===== config.mk =====
export PLATFORM = sky130hd
export DESIGN_NAME = mmr_guard
export DESIGN_NICKNAME = d
export VERILOG_FILES = /design/src/rtl/mmr_guard_pkg.sv /design/src/rtl/mmr_access_check.sv /design/src/rtl/mmr_reg_file.sv /design/src/rtl/mmr_guard.sv
export SDC_FILE = /design/constraint.sdc
export NUM_CORES = 1
export LEC_CHECK = 0
export BUFFER_PORTS_ARGS = -buffer_cell sky130_fd_sc_hd__buf_4
export CORE_ASPECT_RATIO = 0.75
export CORE_UTILIZATION = 40
export DETAILED_ROUTE_END_ITERATION = 8
export GPL_ROUTABILITY_DRIVEN = 1
export GPL_TIMING_DRIVEN = 0
export PLACE_DENSITY = 0.66
export SYNTH_ARGS = -nofsm -noshare
export SYNTH_HDL_FRONTEND = slang
export SYNTH_SLANG_ARGS = --single-unit
export TNS_END_PERCENT = 5

===== constraint.sdc =====
create_clock -name clk -period 2.3 [get_ports clk]
set_input_delay 0.115 -clock clk [delete_from_list [all_inputs] [get_ports clk]]
set_output_delay 0.115 -clock clk [all_outputs]
set_load 0.02 [all_outputs]

===== src/rtl/mmr_guard_pkg.sv =====
// Package: shared types, exception codes and the register map of the guarded
// register bank. Assumes a 32-bit data path and word-indexed registers.
package mmr_guard_pkg;

    localparam int DATA_W = 32;
    localparam int N_REGS = 6;
    localparam int EXC_W  = 4;

    typedef enum logic [1:0] {
        SZ_BYTE = 2'b00,
        SZ_HALF = 2'b01,
        SZ_WORD = 2'b10,
        SZ_RSVD = 2'b11
    } acc_size_e;

    typedef logic [EXC_W-1:0] exc_t;

    localparam exc_t EXC_NONE    = 4'b0000;
    localparam exc_t EXC_DUAL    = 4'b0001;
    localparam exc_t EXC_PRIV    = 4'b0010;
    localparam exc_t EXC_ALIGN   = 4'b0100;
    localparam exc_t EXC_ILLEGAL = 4'b1000;

    typedef struct packed {
        logic              ro;
        logic [DATA_W-1:0] mask;
        logic [DATA_W-1:0] init;
    } reg_attr_t;

    // Per-index attributes: read-only flag, implemented-bit mask, reset value.
    function automatic reg_attr_t reg_attr(input int idx);
        reg_attr_t a;
        case (idx)
            0:       a = '{ro: 1'b0, mask: 32'hFFFF_FFFF, init: 32'h0000_0000};
            1:       a = '{ro: 1'b0, mask: 32'hFFFF_FFFF, init: 32'h0000_0000};
            2:       a = '{ro: 1'b1, mask: 32'hFFFF_FFFF, init: 32'h5A17_0001};
            3:       a = '{ro: 1'b0, mask: 32'h0000_0FFF, init: 32'h0000_0100};
            4:       a = '{ro: 1'b0, mask: 32'h00FF_00FF, init: 32'h0011_0022};
            5:       a = '{ro: 1'b1, mask: 32'hFFFF_FFFF, init: 32'h0000_0003};
            default: a = '{ro: 1'b1, mask: 32'h0000_0000, init: 32'h0000_0000};
        endcase
        return a;
    endfunction

endpackage


===== src/rtl/mmr_access_check.sv =====
// Access classifier: decides whether a register access may proceed and, if
// not, which single exception applies. Purely combinational. Assumes byte
// addressing with 4-byte registers packed from offset zero.
module mmr_access_check
    import mmr_guard_pkg::*;
#(
    parameter int ADDR_W = 12,
    parameter int NREGS  = N_REGS,
    localparam int IDX_W = ADDR_W - 2
) (
    input  logic              valid,
    input  logic [ADDR_W-1:0] addr,
    input  logic [1:0]        size,
    input  logic              super_mode,
    input  logic              dual,
    output exc_t              exc,
    output logic              grant,
    output logic [IDX_W-1:0]  idx
);

    logic aligned;
    logic mapped;

    // Derive alignment, decode and word index from the raw address.
    always_comb begin
        idx     = addr[ADDR_W-1:2];
        aligned = (size == SZ_WORD) && (addr[1:0] == 2'b00);
        mapped  = (idx < IDX_W'(NREGS));
    end

    // Fixed priority chain: dual, privilege, alignment, nonexistent.
    always_comb begin
        exc = EXC_NONE;
        if (valid) begin
            if (dual)             exc = EXC_DUAL;
            else if (!super_mode) exc = EXC_PRIV;
            else if (!aligned)    exc = EXC_ALIGN;
            else if (!mapped)     exc = EXC_ILLEGAL;
        end
        grant = valid && (exc == EXC_NONE);
    end

endmodule


===== src/rtl/mmr_reg_file.sv =====
// Register storage: one entry per map index, each built from its attributes.
// Read-only entries are constants; writable entries store only implemented
// bits. Assumes the write enable arrives already qualified by the checker.
module mmr_reg_file
    import mmr_guard_pkg::*;
#(
    parameter int NREGS = N_REGS,
    parameter int IDX_W = 10
) (
    input  logic                    clk,
    input  logic                    rst_n,
    input  logic                    wr_en,
    input  logic [IDX_W-1:0]        idx,
    input  logic [DATA_W-1:0]       wdata,
    output logic [DATA_W-1:0]       rdata,
    output logic [NREGS*DATA_W-1:0] regs_flat
);

    logic [DATA_W-1:0] regs [NREGS];

    for (genvar g = 0; g < NREGS; g++) begin : g_reg
        localparam reg_attr_t ATTR = reg_attr(g);
        if (ATTR.ro) begin : g_ro
            // Constant value; writes have nowhere to land.
            assign regs[g] = ATTR.init;
        end else begin : g_rw
            logic [DATA_W-1:0] q;
            // Load reset value, else store implemented bits of a granted write.
            always_ff @(posedge clk) begin
                if (!rst_n)
                    q <= ATTR.init & ATTR.mask;
                else if (wr_en && (idx == IDX_W'(g)))
                    q <= wdata & ATTR.mask;
            end
            assign regs[g] = q;
        end
        assign regs_flat[g*DATA_W +: DATA_W] = regs[g];
    end

    // Read multiplexer; unmatched index returns zero.
    always_comb begin
        rdata = '0;
        for (int i = 0; i < NREGS; i++)
            if (idx == IDX_W'(i)) rdata = regs[i];
    end

endmodule


===== src/rtl/mmr_guard.sv =====
// Top: guarded register bank. Classifies each access, lets only legal ones
// reach storage, and registers a one-cycle-later response. Assumes at most
// one request per cycle on this port; a paired access is signalled by req_dual.
module mmr_guard
    import mmr_guard_pkg::*;
#(
    parameter int ADDR_W = 12,
    localparam int IDX_W = ADDR_W - 2
) (
    input  logic              clk,
    input  logic              rst_n,
    input  logic              req_valid,
    input  logic              req_write,
    input  logic [ADDR_W-1:0] req_addr,
    input  logic [1:0]        req_size,
    input  logic [31:0]       req_wdata,
    input  logic              req_super,
    input  logic              req_dual,
    output logic              rsp_valid,
    output logic [31:0]       rsp_rdata,
    output logic [3:0]        rsp_exc
);

    exc_t                     chk_exc;
    logic                     chk_grant;
    logic [IDX_W-1:0]         chk_idx;
    logic [DATA_W-1:0]        rf_rdata;
    logic [N_REGS*DATA_W-1:0] regs_flat;
    logic                     wr_en;

    mmr_access_check #(.ADDR_W(ADDR_W), .NREGS(N_REGS)) u_check (
        .valid      (req_valid),
        .addr       (req_addr),
        .size       (req_size),
        .super_mode (req_super),
        .dual       (req_dual),
        .exc        (chk_exc),
        .grant      (chk_grant),
        .idx        (chk_idx)
    );

    // Only a granted write may reach storage.
    assign wr_en = chk_grant && req_write;

    mmr_reg_file #(.NREGS(N_REGS), .IDX_W(IDX_W)) u_regs (
        .clk       (clk),
        .rst_n     (rst_n),
        .wr_en     (wr_en),
        .idx       (chk_idx),
        .wdata     (req_wdata),
        .rdata     (rf_rdata),
        .regs_flat (regs_flat)
    );

    // Response register: strobe, code and data one cycle after the request.
    always_ff @(posedge clk) begin
        if (!rst_n) begin
            rsp_valid <= 1'b0;
            rsp_exc   <= EXC_NONE;
            rsp_rdata <= '0;
        end else begin
            rsp_valid <= req_valid;
            rsp_exc   <= chk_exc;
            rsp_rdata <= (chk_grant && !req_write) ? rf_rdata : '0;
        end
    end

endmodule


* Word-level counts from Yosys, hierarchy flattened
Cells that the tools add are included.
W data, S select, Z words.
** Operators by class
- Order comparisons :: 1
- Equal/unequal tests :: 6
- Mux-type cells :: 11
- Bitwise operators :: 2
- Reductions and logical operators :: 14
** Operators by type and width (count)
- $mux W32 :: 5
- $eq A10 B2 Y1 const B :: 2
- $eq A10 B3 Y1 const B :: 2
- $mux W4 :: 5
- $eq A10 B1 Y1 const B :: 1
- $logic_not A10 Y1 :: 1
- $lt A10 B3 Y1 const B :: 1
- $logic_and A1 B1 Y1 :: 8
- $logic_not A4 Y1 :: 1
- $reduce_or A3 Y1 :: 1
- $eq A2 B2 Y1 const B :: 1
- $logic_not A2 Y1 :: 1
- $mux W2 :: 1
- $not A1 Y1 :: 2
- $reduce_and A2 Y1 :: 1
- $logic_not A1 Y1 :: 1
** Storage, ports and cells
- Flip-flop bits (word level) :: 129
- Output and inout port bits :: 37
- Logic and storage cells :: 42

* Depth between registers and ports, before layout
Gate-level depths: netlist of the first run.
- Word-level depth :: 11
- Mapped depth :: 7
- Gate-level depth less buffers :: 4

* Cells and area by module
A second synthesis of the first run with hierarchy kept.
** Second synthesis, totals
- Cells, all modules :: 683
- Area total of the unflattened synthesis :: 6368.6 um^2
** Modules (own cells, without submodules)
- mmr_reg_file :: times used 1, cells each 578, area an instance 5072.4 um^2, seq. area each 1841.8 um^2
- mmr_guard :: times used 1, cells each 84, area an instance 1141.1 um^2, seq. area each 740.7 um^2
- mmr_access_check :: times used 1, cells each 21, area an instance 155.1 um^2, seq. area each 0.0 um^2

* Worst setup path before layout of the first run
Ideal clock, no wire load.
- Kind :: input to register
- Start :: input req_size[0]
- End :: register u_regs.g_reg[4].g_rw.q[17]
- Setup time :: 0.072 ns
- Arrival time :: 1.691 ns
- Required time :: 2.228 ns
- Setup slack :: 0.538 ns
- Stages :: 5
- Buffers on the path :: 1
- Cell sequence :: or4b_1 -> nor3_4 -> and3_1 -> buf_4 -> mux2i_1
** Between the ends
- Word-level cells in the longest chain between the ends :: 10
** Ends and longest elaborated chain
- start, declared :: RTL line mmr_guard.sv:15 : input logic [1:0] req_size,
- $eq A2 B2 Y1 :: RTL line mmr_access_check.sv:27 : aligned = (size == SZ_WORD) && (addr[1:0] == 2'b00);
- $logic_and A1 B1 Y1 :: RTL line mmr_access_check.sv:27
- $mux W4 :: RTL line mmr_access_check.sv:37 : else if (!aligned) exc = EXC_ALIGN;
- $mux W4 :: RTL line mmr_access_check.sv:36 : else if (!super_mode) exc = EXC_PRIV;
- $mux W4 :: RTL line mmr_access_check.sv:35 : if (dual) exc = EXC_DUAL;
- $mux W4 :: RTL line mmr_access_check.sv:34 : if (valid) begin
- $logic_not A4 Y1 :: RTL line mmr_access_check.sv:40 : grant = valid && (exc == EXC_NONE);
- $logic_and A1 B1 Y1 :: RTL line mmr_access_check.sv:40
- $logic_and A1 B1 Y1 :: RTL line mmr_guard.sv:43 : assign wr_en = chk_grant && req_write;
- $logic_and A1 B1 Y1 :: RTL line mmr_reg_file.sv:32 : else if (wr_en && (idx == IDX_W'(g)))
- end signal, assigned :: RTL line mmr_reg_file.sv:31 : q <= ATTR.init & ATTR.mask;
- end signal, assigned :: RTL line mmr_reg_file.sv:33 : q <= wdata & ATTR.mask;
- end, declared :: RTL line mmr_reg_file.sv:27 : logic [DATA_W-1:0] q;
Every way passes these cells.
A chain may end at the register's enable or synchronous reset.

* Worst setup path in the final report of the first run
- Start :: input req_addr[8]
- End :: register rsp_rdata[15]
** Between the ends
- Word-level cells in the longest chain between the ends :: 11
** Ends and longest elaborated chain
- start, declared :: RTL line mmr_guard.sv:14 : input logic [ADDR_W-1:0] req_addr,
- $lt A10 B3 Y1 :: RTL line mmr_access_check.sv:28 : mapped = (idx < IDX_W'(NREGS));
- $mux W4 :: RTL line mmr_access_check.sv:38 : else if (!mapped) exc = EXC_ILLEGAL;
- $mux W4 :: RTL line mmr_access_check.sv:37
- $mux W4 :: RTL line mmr_access_check.sv:36
- $mux W4 :: RTL line mmr_access_check.sv:35
- $mux W4 :: RTL line mmr_access_check.sv:34
- $logic_not A4 Y1 :: RTL line mmr_access_check.sv:40
- $logic_and A1 B1 Y1 :: RTL line mmr_access_check.sv:40
- $logic_and A1 B1 Y1 :: RTL line mmr_guard.sv:64 : rsp_rdata <= (chk_grant && !req_write) ? rf_rdata : '0;
- $not A1 Y1 (no source line)
- $reduce_or A3 Y1 (no source line)
- end signal, assigned :: RTL line mmr_guard.sv:64
- end, declared :: RTL line mmr_guard.sv:20 : output logic [31:0] rsp_rdata,
Parallel ways exist; a longest one is shown, timed or not.

==> flow_summary.json, run 1 <==
{
  "status": "complete, but fails checks",
  "violations": "negative hold slack",
  "yosysWarnings": 0,
  "portBuffers": 84,
  "cp.arrival_ns": 2.23,
  "cts-buffers-inserted": 17,
  "fin_crit_sh": 0.819,
  "io_pins": 89,
  "avgViaCountPerCell": 5.13,
  "ys_ff_latch": 129,
  "post_cts_buffers": 0,
  "seqCellArea_mm2": 0.00258,
  "die_y_um": 101,
  "rows": 35,
  "antenna_found_initial": 0,
  "grt_overflow": 0,
  "place_congestion": 0.797,
  "htree_levels": 4,
  "cts_root_buf": "clkbuf_16",
  "worstSetupEndpointType": "flop",
  "fmax_mhz": 531,
  "cts_sinks": 129,
  "finalSetupTns_ns": 0,
  "yosysSeqAreaShare": 0.497,
  "grt_max_degree": 17,
  "firstDrtPassIters": 5,
  "drc_errors": 0,
  "slew_viol_final": 0,
  "place_inst": 775,
  "nets": 698,
  "path_buf_inv": 3,
  "clock_skew_ns": 0.00518,
  "crit_path_frequent_cell": "buf_2",
  "synth.avg_cell_area_um2": 9.89,
  "finalSetupViolCount": 0,
  "mappedNetlistArea_mm2": 0.00519,
  "grt_pass1_vias": 4207,
  "crit_type": "in -> reg",
  "rsz0062_at_grt": "no",
  "maxSlewHeadroom": 0.309,
  "cts_tree": "yes",
  "slowest_stage": "or4_1",
  "cp_top_family": "simple AND/OR/NAND/NOR gates",
  "synthToLayoutAreaGrowth_pct": 31.9,
  "die_w_um": 134,
  "tightest_slew_ns": 1.03,
  "multi_input_area_mm2": 0.00241,
  "mappedNetlistNets": 577,
  "startpoint_type": "input pin",
  "fin_util": 0.549,
  "die_area_mm2": 0.0134,
  "track_usage": 0.216,
  "p_per_area_mw_per_mm2": 789,
  "drt-initial-drc-count": 234,
  "hpwl_mm": 9.61,
  "fillers": 1115,
  "worstPathRequired_ns": 2.64,
  "wire_per_inst_um": 17.0,
  "grt_pass1_wl_mm": 21.9,
  "fp.coreArea_mm2": 0.0125,
  "antenna_cells": 0,
  "finalCriticalPeriod_ns": 1.88,
  "postRouteAntennaNets": 0,
  "via_count": 4236,
  "clk_pin_slew_worst_paths_ns": 0.06,
  "hp-class": "in -> reg",
  "stdcell_count": 825,
  "ys_types": 40,
  "synthCells": 525,
  "vdd_drop_max_v": 0.000584,
  "wl_mm": 14.1,
  "hold_ws_ns": -0.000911,
  "drive_gt1_frac": 0.223,
  "cp_cell_sequence": "buf_4, or4_1, buf_2, nor3_4, nand4b_1, buf_2, nor2_1",
  "max_stage_delay_ns": 0.51,
  "ctsResizeCount": 0,
  "leakagePower_nw": 3.19,
  "clk_path_buf_depth": 2,
  "hold_viol_final": 1,
  "max_cap_violations": 0,
  "clock_latency_ns": 0.42,
  "start_util": 0.416,
  "critical_path.max_fanout": 10
}
path summary, 6_finish.rpt:
path | from | to | slack [ns] | depth (start not counted)
worst max-delay path | req_addr[8] | rsp_rdata[15]$_SDFF_PP0_ | 0.42 | 7
worst min-delay path | req_wdata[31] | u_regs.g_reg[0].g_rw.q[31]$_SDFFE_PN0P_ | -0.0009 | 3
worst max register to register | u_regs.g_reg[3].g_rw.q[7]$_SDFFE_PN0P_ | rsp_rdata[7]$_SDFF_PP0_ | 1.19 | 4
worst min register to register | u_regs.g_reg[1].g_rw.q[10]$_SDFFE_PN0P_ | u_regs.g_reg[1].g_rw.q[10]$_SDFFE_PN0P_ | 0.46 | 2
metal layers:
metal | global-route usage | part of all wire | vias to the layer above | wire [um]
met3 | 0.0458 | 0.059 | 16 | 824
met2 | 0.346 | 0.45 | 142 | 6360
met4 | 0.0717 | 0.013 | 0 | 182
met5 | 0 | 0 | - | 0
li1 | - | - | 2038 | -
met1 | 0.289 | 0.48 | 2040 | 6690
cells in the mapped netlist, drive strengths merged:
cell,n,area share
a22oi,10,0.014
dfxtp,129,0.50
or3,1,0.0012
o2111ai,2,0.0034
nand2,123,0.089
o221ai,2,0.0034
mux2,11,0.024
nor4,4,0.0060
and2,2,0.0024
nor2,32,0.023
a21o,1,0.0014
or4b,2,0.0039
o2bb2ai,8,0.013
and4b,1,0.0019
or4,1,0.0014
mux2i,104,0.20
nor3,4,0.0070
a22o,6,0.010
buf,14,0.022
a211oi,2,0.0029
clkbuf,22,0.016
o21ai,3,0.0029
nor3b,1,0.0014
nor2b,13,0.016
nand4b,2,0.0034
nand2b,2,0.0024
nand3,7,0.013
a21oi,11,0.011
and3,2,0.0024
and4,1,0.0017
inv,2,0.0014
layout make-up:
class                   count  area share
plain buffers              36      0.0287
clock buffers              19      0.0661
clock inverters            13      0.0269
inverters                   2     0.00110
multi-input cells         358       0.351
flip-flops and latches    129       0.377
well taps                 166      0.0303
repair buffers            102       0.118
state kept, by name, summed over array words and instances (netlist names):
| name | flops |
|---|---|
| rsp_exc | 4 |
| rsp_valid | 1 |
| u_regs.g.g_rw.q | 92 |
| rsp_rdata | 32 |
through the flow:
stage | total power, mW | instance area, um^2 | setup slack (ns)
2_1_floorplan | 2.40 | 5190 | 0.538
3_3_place_gp | 2.53 | 6030 | 0.0916
3_5_place_dp | 2.53 | 6030 | 0.0335
4_1_cts | 5.41 | 6850 | 0.446
5_1_grt | 5.56 | 6850 | 0.302
6_report | 5.40 | 6850 | 0.416
worst register-to-register path: stages (launching register included):
cell and delay [ns]:
dfxtp_1 0.32, mux2_2 0.27, a22o_1 0.18, a22oi_1 0.15, nor2_1 0.06
report_power, final:
part | leakage, nW | switching, mW | total [mW] | internal, mW
clock network | 0.294 | 1.02 | 2.89 | 1.87
registers | 1.04 | 0.000680 | 2.24 | 2.24
logic | 1.86 | 0.156 | 0.270 | 0.114
total | 3.19 | 1.18 | 5.40 | 4.22
cell usage in the layout (no fill, tap or decap), types with 3 or more instances in the layout:
| master | n |
|---|---|
| bufinv_16 | 4 |
| mux2i_1 | 104 |
| o2bb2ai_1 | 8 |
| buf_2 | 4 |
| buf_4 | 85 |
| a22oi_1 | 10 |
| clkbuf_16 | 17 |
| nor4_1 | 3 |
| clkinvlp_4 | 6 |
| nand3_1 | 3 |
| nor2b_1 | 13 |
| a22o_1 | 6 |
| mux2_2 | 11 |
| dfxtp_1 | 129 |
| o21ai_0 | 3 |
| nor2_1 | 32 |
| dlygate4sd3_1 | 18 |
| buf_6 | 7 |
| clkbuf_1 | 22 |
| a21oi_1 | 11 |
| nand2_1 | 123 |
cells by family after synthesis:
kind of cell / share of synthesized area
AOI/OAI and AO/OA: 0.0627
muxes: 0.224
and+or+nand+nor: 0.176
DFF: 0.497
buffers and inverters: 0.0393
what timing repair did:
action	in CTS	in global routing
setup endpoints to repair	0	0
hold buffers	18	0
hold endpoints to repair	21	0
Power figures use the tool's default switching activity.
==> inputs of run 2 (changes only) <==
--- a/config.mk
+++ b/config.mk
@@ -5,13 +5,14 @@
 export SDC_FILE = /design/constraint.sdc
 export NUM_CORES = 1
 export LEC_CHECK = 0
+export ABC_AREA = 1
 export BUFFER_PORTS_ARGS = -buffer_cell sky130_fd_sc_hd__buf_4
 export CORE_ASPECT_RATIO = 0.75
 export CORE_UTILIZATION = 40
 export DETAILED_ROUTE_END_ITERATION = 8
 export GPL_ROUTABILITY_DRIVEN = 1
 export GPL_TIMING_DRIVEN = 0
-export PLACE_DENSITY = 0.66
+export PLACE_DENSITY = 0.68
 export SYNTH_ARGS = -nofsm -noshare
 export SYNTH_HDL_FRONTEND = slang
 export SYNTH_SLANG_ARGS = --single-unit
==> constraint.sdc (replaced) <==
create_clock -name clk -period 1.65 [get_ports clk]
set_input_delay 0.0825 -clock clk [delete_from_list [all_inputs] [get_ports clk]]
set_output_delay 0.0825 -clock clk [all_outputs]
set_load 0.02 [all_outputs]
==> run 2 against run 1 <==
  * The run ends with design-rule violations left
  * Sequential power up 39%
  * Final area up 9.4%
  * Final cell count up 44%
  * Synthesized cell count up 62%
  * Via count up 29%
  * First-iteration DRC count up 82%
  * Synthesized area up 8.5%
  * Setup slack worse by 0.31 ns
  * Clock power up 31%
  * Flip-flop and latch count unchanged
  * Hold slack better by 0.049 ns
  * Critical path depth unchanged
  * Critical path type unchanged
  * Largest cell class unchanged
  * Largest power group unchanged
==> flow_summary.json, run 2 <==
{
  "async_flop_share": 0,
  "start_util": 0.410,
  "firstDrtPassIters": 7,
  "clk_path_buf_depth": 2,
  "wire_per_inst_um": 13.6,
  "fin_util": 0.545,
  "drive_gt1_frac": 0.168,
  "place_congestion": 0.861,
  "yosysSeqAreaShare": 0.459,
  "drt-initial-drc-count": 425,
  "synthDominantCellAreaShare": 0.459,
  "synth_area_leaders": "dfxtp_1 (46%), nand2_1 (17%), nor2_1 (13%)",
  "ys_types": 26,
  "finalCriticalPeriod_ns": 1.55,
  "antenna_cells": 0,
  "synth_common_cells": "nand2_1 (258), nor2_1 (198), dfxtp_1 (129), inv_1 (103), nand3_1 (39)",
  "nets": 1051,
  "status": "complete, but fails checks",
  "cts_tree": "yes",
  "worstSetupEndpointType": "flop",
  "reg_top3": "u_regs.g.g_rw.q (92), rsp_rdata (32), rsp_exc (4)",
  "hold_ws_ns": 0.0482,
  "largest_register_ff_count": 92,
  "hp-class": "in -> reg",
  "hold_viol_final": 0,
  "cp_cell_sequence": "dlygate4sd3_1, buf_4, nor2_1, nand3_2, inv_1, nand2_1, a21oi_1",
  "avgViaCountPerCell": 4.61,
  "mappedNetlistArea_mm2": 0.00563,
  "tightest_slew_ns": 0.634,
  "antenna_found_initial": 0,
  "yosysMostFrequentCell": "nand2_1",
  "postRouteAntennaNets": 0,
  "worstPathRequired_ns": 1.97,
  "portBuffers": 88,
  "violations": "design-rule violations",
  "hpwl_mm": 10.7,
  "finalSetupViolCount": 0,
  "max_stage_delay_ns": 0.53,
  "final_common_cell": "nand2_1",
  "startpoint_type": "input pin",
  "cts-buffers-inserted": 17,
  "clock_skew_ns": 0.00657,
  "die_w_um": 139,
  "path_buf_inv": 3,
  "grt_pass1_wl_mm": 25.7,
  "cp_top_family": "buffers and inverters",
  "place_inst": 1116,
  "cts_root_buf": "clkbuf_16",
  "grt_max_degree": 17,
  "synth_edf_count": 0,
  "p_per_area_mw_per_mm2": 965,
  "clock_latency_ns": 0.42,
  "clk_pin_slew_worst_paths_ns": 0.05,
  "htree_levels": 4,
  "yosysWarnings": 0,
  "grt_overflow": 0,
  "die_area_mm2": 0.0146,
  "finalSetupTns_ns": 0,
  "critical_path.max_fanout": 8,
  "rows": 37,
  "yosys_most_used_dff": "dfxtp_1",
  "fin_crit_sh": 0.938,
  "synthToLayoutAreaGrowth_pct": 33.1,
  "fp.coreArea_mm2": 0.0137,
  "yosysTopAreaCell": "dfxtp_1",
  "drc_errors": 10,
  "ys_ff_latch": 129,
  "crit_type": "in -> reg",
  "wl_mm": 16.1,
  "vdd_drop_max_v": 0.000692,
  "track_usage": 0.232,
  "max_cap_violations": 0,
  "grt_pass1_vias": 5011,
  "fmax_mhz": 646,
  "largest_register": "u_regs.g.g_rw.q",
  "stdcell_count": 1184,
  "synthCells": 853,
  "maxSlewHeadroom": 0.578,
  "ctsResizeCount": 0,
  "leakagePower_nw": 3.91,
  "mappedNetlistNets": 905,
  "io_pins": 89,
  "final_cell_mix": "nand2_1 (258), nor2_1 (198), dfxtp_1 (129)",
  "slowest_stage": "dlygate4sd3_1",
  "die_y_um": 105,
  "synth.avg_cell_area_um2": 6.60,
  "via_count": 5462,
  "slew_viol_final": 0,
  "cp.arrival_ns": 1.86,
  "rsz0062_at_grt": "no",
  "cts_sinks": 129
}
[run 2: changes by cell type after synthesis, moves of 9 or more]
cell / delta
mux2_2: -11
inv_2: +9
a22oi_1: -10
mux2i_1: -104
inv_1: +101
nor2_1: +166
o21ai_0: +28
nand3_1: +36
nand2_1: +135
nor2b_1: -13
clkbuf_1: -9
[run 2: cell families after synthesis]
logic type,count (synthesis),share of synthesized area
simple gates,520,0.375
buf+inv,150,0.117
flops,129,0.459
compound gates,54,0.0491
[run 2: final cells by class]
class | instances | area, um^2
Fill cell | 1307 | 6260
Sequential cell | 129 | 2580
Multi-Input combinational cell | 574 | 2390
Timing Repair Buffer | 127 | 1050
Clock buffer | 24 | 492
Inverter | 113 | 425
Buffer | 37 | 235
Tap cell | 175 | 219
Clock inverter | 5 | 103
[run 2: stage by stage]
| stage | cell area, um^2 | total power [mW] | worst slack (ns) |
|---|---|---|---|
| floorplan | 5630 | 3.26 | 0.407 |
| global placement | 6510 | 3.42 | -0.102 |
| detailed placement | 6510 | 3.42 | -0.134 |
| CTS | 7490 | 7.28 | 0.0970 |
| global route | 7490 | 7.44 | 0.00670 |
| finish | 7490 | 7.23 | 0.103 |
[run 2: path summary, 6_finish.rpt]
kind / start / endpoint / slack (ns) / cells past startpoint
setup / recovery: req_write / rsp_rdata[4]$_SDFF_PP0_ / 0.10 / 7
hold / removal: req_addr[5] / rsp_exc[3]$_SDFF_PN0_ / 0.05 / 5
setup reg to reg: u_regs.g_reg[0].g_rw.q[4]$_SDFFE_PN0P_ / rsp_rdata[4]$_SDFF_PP0_ / 0.66 / 4
hold reg to reg: u_regs.g_reg[4].g_rw.q[19]$_SDFFE_PN0P_ / rsp_rdata[19]$_SDFF_PP0_ / 0.45 / 2
[run 2: timing repair]
item / CTS / global route
setup buffers: 0 / 1
hold endpoints to repair: 97 / 0
hold buffers: 38 / 0
setup endpoints to repair: 0 / 22
[run 2: where the power goes]
part,internal (mW),switching (mW)
logic,0.155,0.149
clock network,2.51,1.30
registers,3.12,0.000991
total,5.78,1.45
[run 2: worst reg2reg max path, cell delays in order, from the launching register on]
cell and delay, ns:
dfxtp_1 0.30, inv_1 0.04, o21ai_0 0.17, nand3_1 0.11, a21oi_1 0.27
[run 2: routing by layer]
layer / routed length (um) / GRT usage / vias up
met5: 0 / 0 / -
met4: 181 / 0.0794 / 0
met3: 1280 / 0.0536 / 14
met2: 7080 / 0.364 / 193
met1: 7530 / 0.314 / 2429
li1: - / - / 2826
